File: config.mk
export PLATFORM = sky130hd
export DESIGN_NAME = xram_arbiter
export DESIGN_NICKNAME = d
export VERILOG_FILES = /design/src/rtl/xram_pkg.sv /design/src/rtl/xram_scan_tick.sv /design/src/rtl/xram_slot_sched.sv /design/src/rtl/xram_cpu_route.sv /design/src/rtl/xram_arbiter.sv
export SDC_FILE = /design/constraint.sdc
export NUM_CORES = 1
export LEC_CHECK = 0
export BUFFER_PORTS_ARGS = -buffer_cell sky130_fd_sc_hd__buf_2
export CORE_UTILIZATION = 45
export DETAILED_ROUTE_END_ITERATION = 10
export PLACE_DENSITY_LB_ADDON = 0.1
export SETUP_SLACK_MARGIN = 0.4
export SLEW_MARGIN = 40
export SYNTH_ARGS = -nofsm -noshare
export SYNTH_HDL_FRONTEND = slang
export SYNTH_SLANG_ARGS = --single-unit
export TNS_END_PERCENT = 100
File: constraint.sdc
create_clock -name clk -period 3.39 [get_ports clk]
set_input_delay 0.8475 -clock clk [delete_from_list [all_inputs] [get_ports clk]]
set_output_delay 0.8475 -clock clk [all_outputs]
set_load 0.01 [all_outputs]
File: src/rtl/xram_pkg.sv
package xram_pkg;
  localparam int DW      = 16;
  localparam int PA_W    = 18;
  localparam int VA_W    = 15;
  localparam int CA_W    = 16;
  localparam int PAGE_W  = 5;
  localparam int BANK_W  = 3;
  localparam int WIN_W   = 12;

  localparam logic [PA_W-1:0] BASE_CART   = 18'h00000;
  localparam logic [PA_W-1:0] BASE_SYSROM = 18'h20000;
  localparam logic [PA_W-1:0] BASE_DISK   = 18'h21000;
  localparam logic [PA_W-1:0] BASE_XRAM   = 18'h24000;
  localparam logic [PA_W-1:0] BASE_VRAM   = 18'h30000;

  localparam logic [CA_W-1:0] CTL_PAGE = 16'h1FFE;
  localparam logic [CA_W-1:0] CTL_BANK = 16'h1FFC;

  typedef enum logic [1:0] {OWN_NONE, OWN_VID, OWN_LDR, OWN_CPU} owner_e;
  typedef enum logic [1:0] {PH_IDLE, PH_STROBE, PH_ACK} phase_e;

  typedef struct packed {
    logic [PA_W-1:0] phys;
    logic            writable;
    logic            set_page;
    logic            set_bank;
  } cpu_route_t;

  // CPU byte address to physical word address.
  function automatic cpu_route_t route_cpu(input logic [CA_W-1:0] a,
                                           input logic [PAGE_W-1:0] page,
                                           input logic [BANK_W-1:0] bank);
    cpu_route_t r;
    logic [WIN_W-1:0] w;
    w = a[WIN_W:1];
    r = '0;
    case (a[15:13])
      3'd0: begin
        r.phys     = BASE_SYSROM + PA_W'(w);
        r.set_page = (a[15:1] == CTL_PAGE[15:1]);
        r.set_bank = (a[15:1] == CTL_BANK[15:1]);
      end
      3'd1: begin
        r.phys     = BASE_XRAM + PA_W'(w);
        r.writable = 1'b1;
      end
      3'd2: r.phys = BASE_DISK + PA_W'(w);
      3'd3: r.phys = BASE_CART + {1'b0, page, w};
      3'd4: begin
        r.phys     = BASE_VRAM + {3'b000, bank, w};
        r.writable = 1'b1;
      end
      default: begin
        r.phys     = BASE_XRAM + PA_W'(a[15:1] - 15'h4000);
        r.writable = 1'b1;
      end
    endcase
    return r;
  endfunction

  function automatic logic [PA_W-1:0] route_vid(input logic [VA_W-1:0] va);
    return BASE_VRAM + PA_W'(va);
  endfunction
endpackage

File: src/rtl/xram_scan_tick.sv
module xram_scan_tick #(
  parameter int H_TOTAL = 800,
  parameter int V_TOTAL = 525
) (
  input  logic clk,
  input  logic rst_n,
  output logic line_end,
  output logic frame_end
);
  localparam int HW = $clog2(H_TOTAL);
  localparam int VW = $clog2(V_TOTAL);

  logic [HW-1:0] hcnt;
  logic [VW-1:0] vcnt;

  // Evaluated every clock, never gated by memory grants.
  assign line_end  = (hcnt == HW'(H_TOTAL - 1));
  assign frame_end = line_end && (vcnt == VW'(V_TOTAL - 1));

  always_ff @(posedge clk) begin
    if (!rst_n) begin
      hcnt <= '0;
      vcnt <= '0;
    end else if (line_end) begin
      hcnt <= '0;
      vcnt <= frame_end ? '0 : vcnt + 1'b1;
    end else begin
      hcnt <= hcnt + 1'b1;
    end
  end
endmodule

File: src/rtl/xram_slot_sched.sv
module xram_slot_sched
  import xram_pkg::*;
(
  input  logic   clk,
  input  logic   rst_n,
  input  logic   vid_req,
  input  logic   ldr_req,
  input  logic   cpu_req,
  input  logic   cpu_block,
  output phase_e phase,
  output owner_e owner,
  output logic   grant_now,
  output owner_e grant_who
);
  logic vid_ok, ldr_ok, cpu_ok, in_ack;

  always_comb begin
    in_ack = (phase == PH_ACK);
    // The port being acknowledged still shows its old request: skip it.
    vid_ok = vid_req && !(in_ack && owner == OWN_VID);
    ldr_ok = ldr_req && !(in_ack && owner == OWN_LDR);
    cpu_ok = cpu_req && !cpu_block && !(in_ack && owner == OWN_CPU);
    grant_who = OWN_NONE;
    if (phase != PH_STROBE) begin
      if (vid_ok)      grant_who = OWN_VID;
      else if (ldr_ok) grant_who = OWN_LDR;
      else if (cpu_ok) grant_who = OWN_CPU;
    end
    grant_now = (grant_who != OWN_NONE);
  end

  always_ff @(posedge clk) begin
    if (!rst_n) begin
      phase <= PH_IDLE;
      owner <= OWN_NONE;
    end else if (phase == PH_STROBE) begin
      phase <= PH_ACK;
    end else if (grant_now) begin
      phase <= PH_STROBE;
      owner <= grant_who;
    end else begin
      phase <= PH_IDLE;
      owner <= OWN_NONE;
    end
  end
endmodule

File: src/rtl/xram_cpu_route.sv
module xram_cpu_route
  import xram_pkg::*;
(
  input  logic              clk,
  input  logic              rst_n,
  input  logic [CA_W-1:0]   cpu_addr,
  input  logic [PAGE_W-1:0] cfg_data,
  input  logic              cfg_we,
  output cpu_route_t        route
);
  logic [PAGE_W-1:0] page;
  logic [BANK_W-1:0] bank;

  assign route = route_cpu(cpu_addr, page, bank);

  always_ff @(posedge clk) begin
    if (!rst_n) begin
      page <= '0;
      bank <= '0;
    end else if (cfg_we) begin
      if (route.set_page) page <= cfg_data;
      if (route.set_bank) bank <= cfg_data[BANK_W-1:0];
    end
  end
endmodule

File: src/rtl/xram_arbiter.sv
module xram_arbiter
  import xram_pkg::*;
#(
  parameter int H_TOTAL = 800,
  parameter int V_TOTAL = 525
) (
  input  logic            clk,
  input  logic            rst_n,
  input  logic            vid_req,
  input  logic            vid_we,
  input  logic [14:0]     vid_addr,
  input  logic [15:0]     vid_wdata,
  output logic            vid_ack,
  output logic [15:0]     vid_rdata,
  input  logic            ldr_hold,
  input  logic            ldr_req,
  input  logic            ldr_we,
  input  logic [17:0]     ldr_addr,
  input  logic [15:0]     ldr_wdata,
  output logic            ldr_ack,
  output logic [15:0]     ldr_rdata,
  input  logic            cpu_req,
  input  logic            cpu_we,
  input  logic [15:0]     cpu_addr,
  input  logic [15:0]     cpu_wdata,
  output logic            cpu_ack,
  output logic [15:0]     cpu_rdata,
  output logic [17:0]     sram_addr,
  output logic [15:0]     sram_wdata,
  input  logic [15:0]     sram_rdata,
  output logic            sram_we_n,
  output logic            sram_oe_n,
  output logic            line_end,
  output logic            frame_end
);
  phase_e     phase;
  owner_e     owner, grant_who;
  logic       grant_now;
  cpu_route_t cpu_rt;
  logic       cpu_cfg_we;

  logic [PA_W-1:0] lat_addr;
  logic [DW-1:0]   lat_wd;
  logic            lat_we;

  xram_scan_tick #(.H_TOTAL(H_TOTAL), .V_TOTAL(V_TOTAL)) u_scan (
    .clk(clk), .rst_n(rst_n), .line_end(line_end), .frame_end(frame_end));

  xram_slot_sched u_sched (
    .clk(clk), .rst_n(rst_n), .vid_req(vid_req), .ldr_req(ldr_req),
    .cpu_req(cpu_req), .cpu_block(ldr_hold), .phase(phase), .owner(owner),
    .grant_now(grant_now), .grant_who(grant_who));

  assign cpu_cfg_we = grant_now && (grant_who == OWN_CPU) && cpu_we;

  xram_cpu_route u_route (
    .clk(clk), .rst_n(rst_n), .cpu_addr(cpu_addr),
    .cfg_data(cpu_wdata[PAGE_W-1:0]), .cfg_we(cpu_cfg_we), .route(cpu_rt));

  // Capture the winner's request at grant; held for both access clocks.
  always_ff @(posedge clk) begin
    if (!rst_n) begin
      lat_addr <= '0;
      lat_wd   <= '0;
      lat_we   <= 1'b0;
    end else if (grant_now) begin
      case (grant_who)
        OWN_VID: begin
          lat_addr <= route_vid(vid_addr);
          lat_wd   <= vid_wdata;
          lat_we   <= vid_we;
        end
        OWN_LDR: begin
          lat_addr <= ldr_addr;
          lat_wd   <= ldr_wdata;
          lat_we   <= ldr_we;
        end
        default: begin
          lat_addr <= cpu_rt.phys;
          lat_wd   <= cpu_wdata;
          lat_we   <= cpu_we && cpu_rt.writable;
        end
      endcase
    end
  end

  assign sram_addr  = lat_addr;
  assign sram_wdata = lat_wd;
  assign sram_we_n  = !((phase == PH_STROBE) && lat_we);
  assign sram_oe_n  = !((phase != PH_IDLE) && !lat_we);

  assign vid_ack = (phase == PH_ACK) && (owner == OWN_VID);
  assign ldr_ack = (phase == PH_ACK) && (owner == OWN_LDR);
  assign cpu_ack = (phase == PH_ACK) && (owner == OWN_CPU);

  assign vid_rdata = sram_rdata;
  assign ldr_rdata = sram_rdata;
  assign cpu_rdata = sram_rdata;
endmodule

==> summary.txt <==
STA
  • Setup tns final: 0 ns
  • Max frequency: 348 MHz
  • Clock Skew: 0.00734 ns
  • Total of endpoints with negative setup slack in the final report: 0
  • Min Clock Period, post-route: 2.87 ns
  • Fin. max-slew vios: 0
  • Setup repair after global routing missed its margin: true
  • Final critical-path share of the clock period: 84.7%
  • Relative slew margins: 54.9%
  • Pin slew with the least headroom to its limit: 0.670 ns
  • Number of hold violations in the final report: 0

Global route
  • Global route total overflow: 0
  • Antenna violations before repair: 0
  • Met2 track demand over resource: 40.3%
  • Global-route met3 utilization: 6.70%
  • Maximum number of pins on one net before global-route repair: 54
  • Wire length of the first global-routing pass: 17100 microns
  • Total Routing Usage GR: 24.8%
  • Met1 global-route usage: 31.1%
  • Via count of the first global-routing pass: 3510
  • Layer carrying the most global-route usage: met2

Worst hold path
  • Hold Crit Class: reg2reg

Setup path
  • Required time worst endpoint: 2.54 ns
  • Endpoint of the most critical setup path: frame_end
  • CP Launch Point: u_scan.hcnt[0]
  • RR Startpoint: u_sched.phase[0]
  • Register-to-register path setup slack: 0.84 ns
  • Worst reg2reg path depth: 8
  • Type of destination of the critical path: output port
  • Category of the most critical setup path: reg2out
  • Startpoint class of the critical path: register
  • Crit path DAT: 2.02 ns
  • Crit-path max FO: 6
  • Endpoint of the worst register-to-register path: u_route.page[0]

Cells and area
  • Number of non-filler instances in the completed layout: 680
  • Final standard cell utilization of the core: 55.8%
  • Area of the multi-input gates: 0.00201 sq mm
  • Fin nets: 699
  • Antenna cell count: 0
  • Sequential Area: 0.00134 sq mm
  • Final Instance Area: 0.00463 sq mm
  • Count of fill cells added during filler insertion: 806
  • Signed area change from the synthesized netlist to the final layout: 18.8%
  • Fraction of final layout cells sized beyond drive strength 1: 31.1%

Drt
  • Violation count after the first detailed-route iteration: 142
  • Average wire length per cell after detail routing: 15.6 microns
  • Routed via count divided by cell count: 5.52
  • Initial DRT Pass Iterations: 5
  • Count of vias placed by the detailed router: 3752
  • Number of antenna-violating nets in the routed design: 0
  • WL final: 10600 microns
  • Number of remaining DRC errors: 0

CTS
  • H-tree Lvls: 3
  • Number of buffers inserted during clock tree synthesis: 9
  • Latest clock arrival within the worst-skew pair: 0.34 ns
  • Total clock sinks: 67
  • Clk buf depth: 2
  • Root Buffer: sky130_fd_sc_hd__clkbuf_8
  • TritonCTS clock tree: done
  • Clock slew at the register clock pins of the worst setup and hold paths: 0.07 ns

Die
  • Area of the core: 0.00830 sq mm
  • Cell Rows: 33
  • Die Footprint: 0.00903 sq mm
  • Die X-Extent: 95.0 microns
  • Ports: 211
  • Vertical die dimension: 95.0 microns
  • Starting utilization of the core area: 46.9%

Run status
  • Run status: finished, final reports clean

Synthesis
  • Mean area per synthesized cell: 8.01 sq um
  • Share of async-settable or async-resettable flops after synthesis: 0%
  • Area leader, netlist: sky130_fd_sc_hd__dfxtp_1
  • Synthesis Warnings: 0
  • Portion of synthesized cell area occupied by the leading cell type: 34.4%
  • Register bit count reported by yosys: 67
  • Most used flip-flop cell after synthesis: sky130_fd_sc_hd__dfxtp_1
  • Most frequently used cell type in the post-synthesis netlist: sky130_fd_sc_hd__dfxtp_1
  • Synth Instances: 486
  • Number of enable-type register cells in the synthesized netlist: 0
  • Cell types occupying the most area after synthesis: sky130_fd_sc_hd__dfxtp_1 (34%), sky130_fd_sc_hd__buf_4 (9.3%), sky130_fd_sc_hd__a221oi_1 (7.4%)
  • Top cells by instance count after synthesis: sky130_fd_sc_hd__dfxtp_1 (67), sky130_fd_sc_hd__nor2_1 (52), sky130_fd_sc_hd__buf_4 (48)
  • Post-synth cell types: 48
  • Share of synthesized area occupied by flip-flops and latches: 34.4%
  • Post-synthesis instance area: 0.00389 sq mm
  • Net count of the mapped netlist: 615

Place
  • IO buf count: 145
  • Dpl hpwl: 7770 microns
  • Cell total after placement: 660
  • Placement-stage cell area: 0.00436 sq mm
  • Final weighted congestion of routability-driven global placement: 0.877

Pwr
  • Leakage: 0.00194 uW
  • Peak supply drop: 0.000219 V
  • Total power divided by cell area: 507 mW/mm^2

Job
  • Total of max-cap violations: 0
-- routing by layer --
layer	routed length [microns]	share of wire, %	vias up
met1	4720	45	1703
met5	0	0	-
li1	-	-	1871
met3	797	7.5	22
met2	4880	46	156
met4	197	1.9	0
-- sequential cells by signal (all words and copies together), names as in the netlist --
signal,count
sram_addr,18
sram_wdata,16
u_scan.hcnt,10
u_scan.vcnt,10
u_route.page,5
u_route.bank,3
u_sched.owner,2
u_sched.phase,2
lat_we,1
-- worst max-delay path: stages (launching register included) --
cell and delay, ns:
sky130_fd_sc_hd__dfxtp_1 0.38, sky130_fd_sc_hd__ha_1 0.24, sky130_fd_sc_hd__nand4_1 0.23, sky130_fd_sc_hd__or3_4 0.48
sky130_fd_sc_hd__nor3_1 0.20, sky130_fd_sc_hd__buf_2 0.16
-- what timing repair did --
| action | 4_1_cts | 5_1_grt |
|---|---|---|
| endpoints found under the setup margin | 0 | 4 |
| gates resized for setup | 0 | 0 |
| hold buffers | 0 | 0 |
| buffers inserted | 0 | 4 |
-- worst min-delay path by stage --
stage | endpoint | start | cells past startpoint
5_1_grt | sram_addr[13] | sram_addr[13] | 2
3_5_place_dp | u_scan.hcnt[0] | u_scan.hcnt[0] | 1
2_1_floorplan | u_scan.hcnt[0] | u_scan.hcnt[0] | 1
3_3_place_gp | sram_addr[16] | sram_addr[16] | 2
4_1_cts | u_route.page[2] | u_route.page[2] | 2
6_report | u_scan.hcnt[0] | u_scan.hcnt[0] | 1
-- cells by family (layout without fill, tap and decap cells) --
kind of cell | Yosys count | in the layout | synth area share (%)
and+or+nand+nor | 182 | 182 | 25.0
AOI/OAI and AO/OA | 117 | 117 | 20.6
DFF | 67 | 67 | 34.4
adders and majority gates | 7 | 7 | 2.25
muxes | 1 | 1 | 0.257
xor gates and xnor gates | 14 | 14 | 3.15
buffers and inverters | 98 | 187 | 14.3
-- stage by stage --
step	hold slack [ns]	power (uW)	setup slack, ns
after floorplan	0.430	1360	0.402
final	0.465	2350	0.519
after global routing	0.488	2480	0.382
after detailed placement	0.455	1550	0.188
after global placement	0.449	1540	0.234
after CTS	0.470	2360	0.427
-- where the power goes --
part           internal [uW]  switching, uW  total, uW  leakage (uW)
registers                860           40.5        900      0.000548
logic                    283            349        632       0.00127
clock network            507            306        812      0.000123
total                   1650            695       2350       0.00194
-- cells in the final DEF (no fill, tap or decap), types with 3 or more instances in the layout --
cell,instances
sky130_fd_sc_hd__buf_12,3
sky130_fd_sc_hd__a211oi_1,3
sky130_fd_sc_hd__clkbuf_8,10
sky130_fd_sc_hd__nor2b_1,30
sky130_fd_sc_hd__buf_4,9
sky130_fd_sc_hd__or4_1,4
sky130_fd_sc_hd__nand4_1,15
sky130_fd_sc_hd__nand4b_1,4
sky130_fd_sc_hd__nor2_1,52
sky130_fd_sc_hd__a221oi_1,32
sky130_fd_sc_hd__nor4_1,5
sky130_fd_sc_hd__nor3_1,32
sky130_fd_sc_hd__nand4bb_1,3
sky130_fd_sc_hd__a21oi_1,44
sky130_fd_sc_hd__xor2_1,3
sky130_fd_sc_hd__xnor2_1,11
sky130_fd_sc_hd__o21bai_1,3
sky130_fd_sc_hd__buf_2,145
sky130_fd_sc_hd__nand2_1,16
sky130_fd_sc_hd__dfxtp_1,67
sky130_fd_sc_hd__ha_1,5
sky130_fd_sc_hd__bufinv_16,3
sky130_fd_sc_hd__o21ai_0,16
sky130_fd_sc_hd__nand3_1,7
sky130_fd_sc_hd__nand2b_1,4
sky130_fd_sc_hd__inv_1,13
sky130_fd_sc_hd__a311o_1,3
-- final cells by class --
class | count | share of cell area (%)
clock buffer | 11 | 3.06
clock inverter | 5 | 2.16
inverter | 14 | 1.14
multi-input combinational | 321 | 43.4
sequential | 67 | 29.0
tap | 105 | 2.84
timing repair buffer | 157 | 18.4
Note: power is estimated with default switching activity, not from simulation.
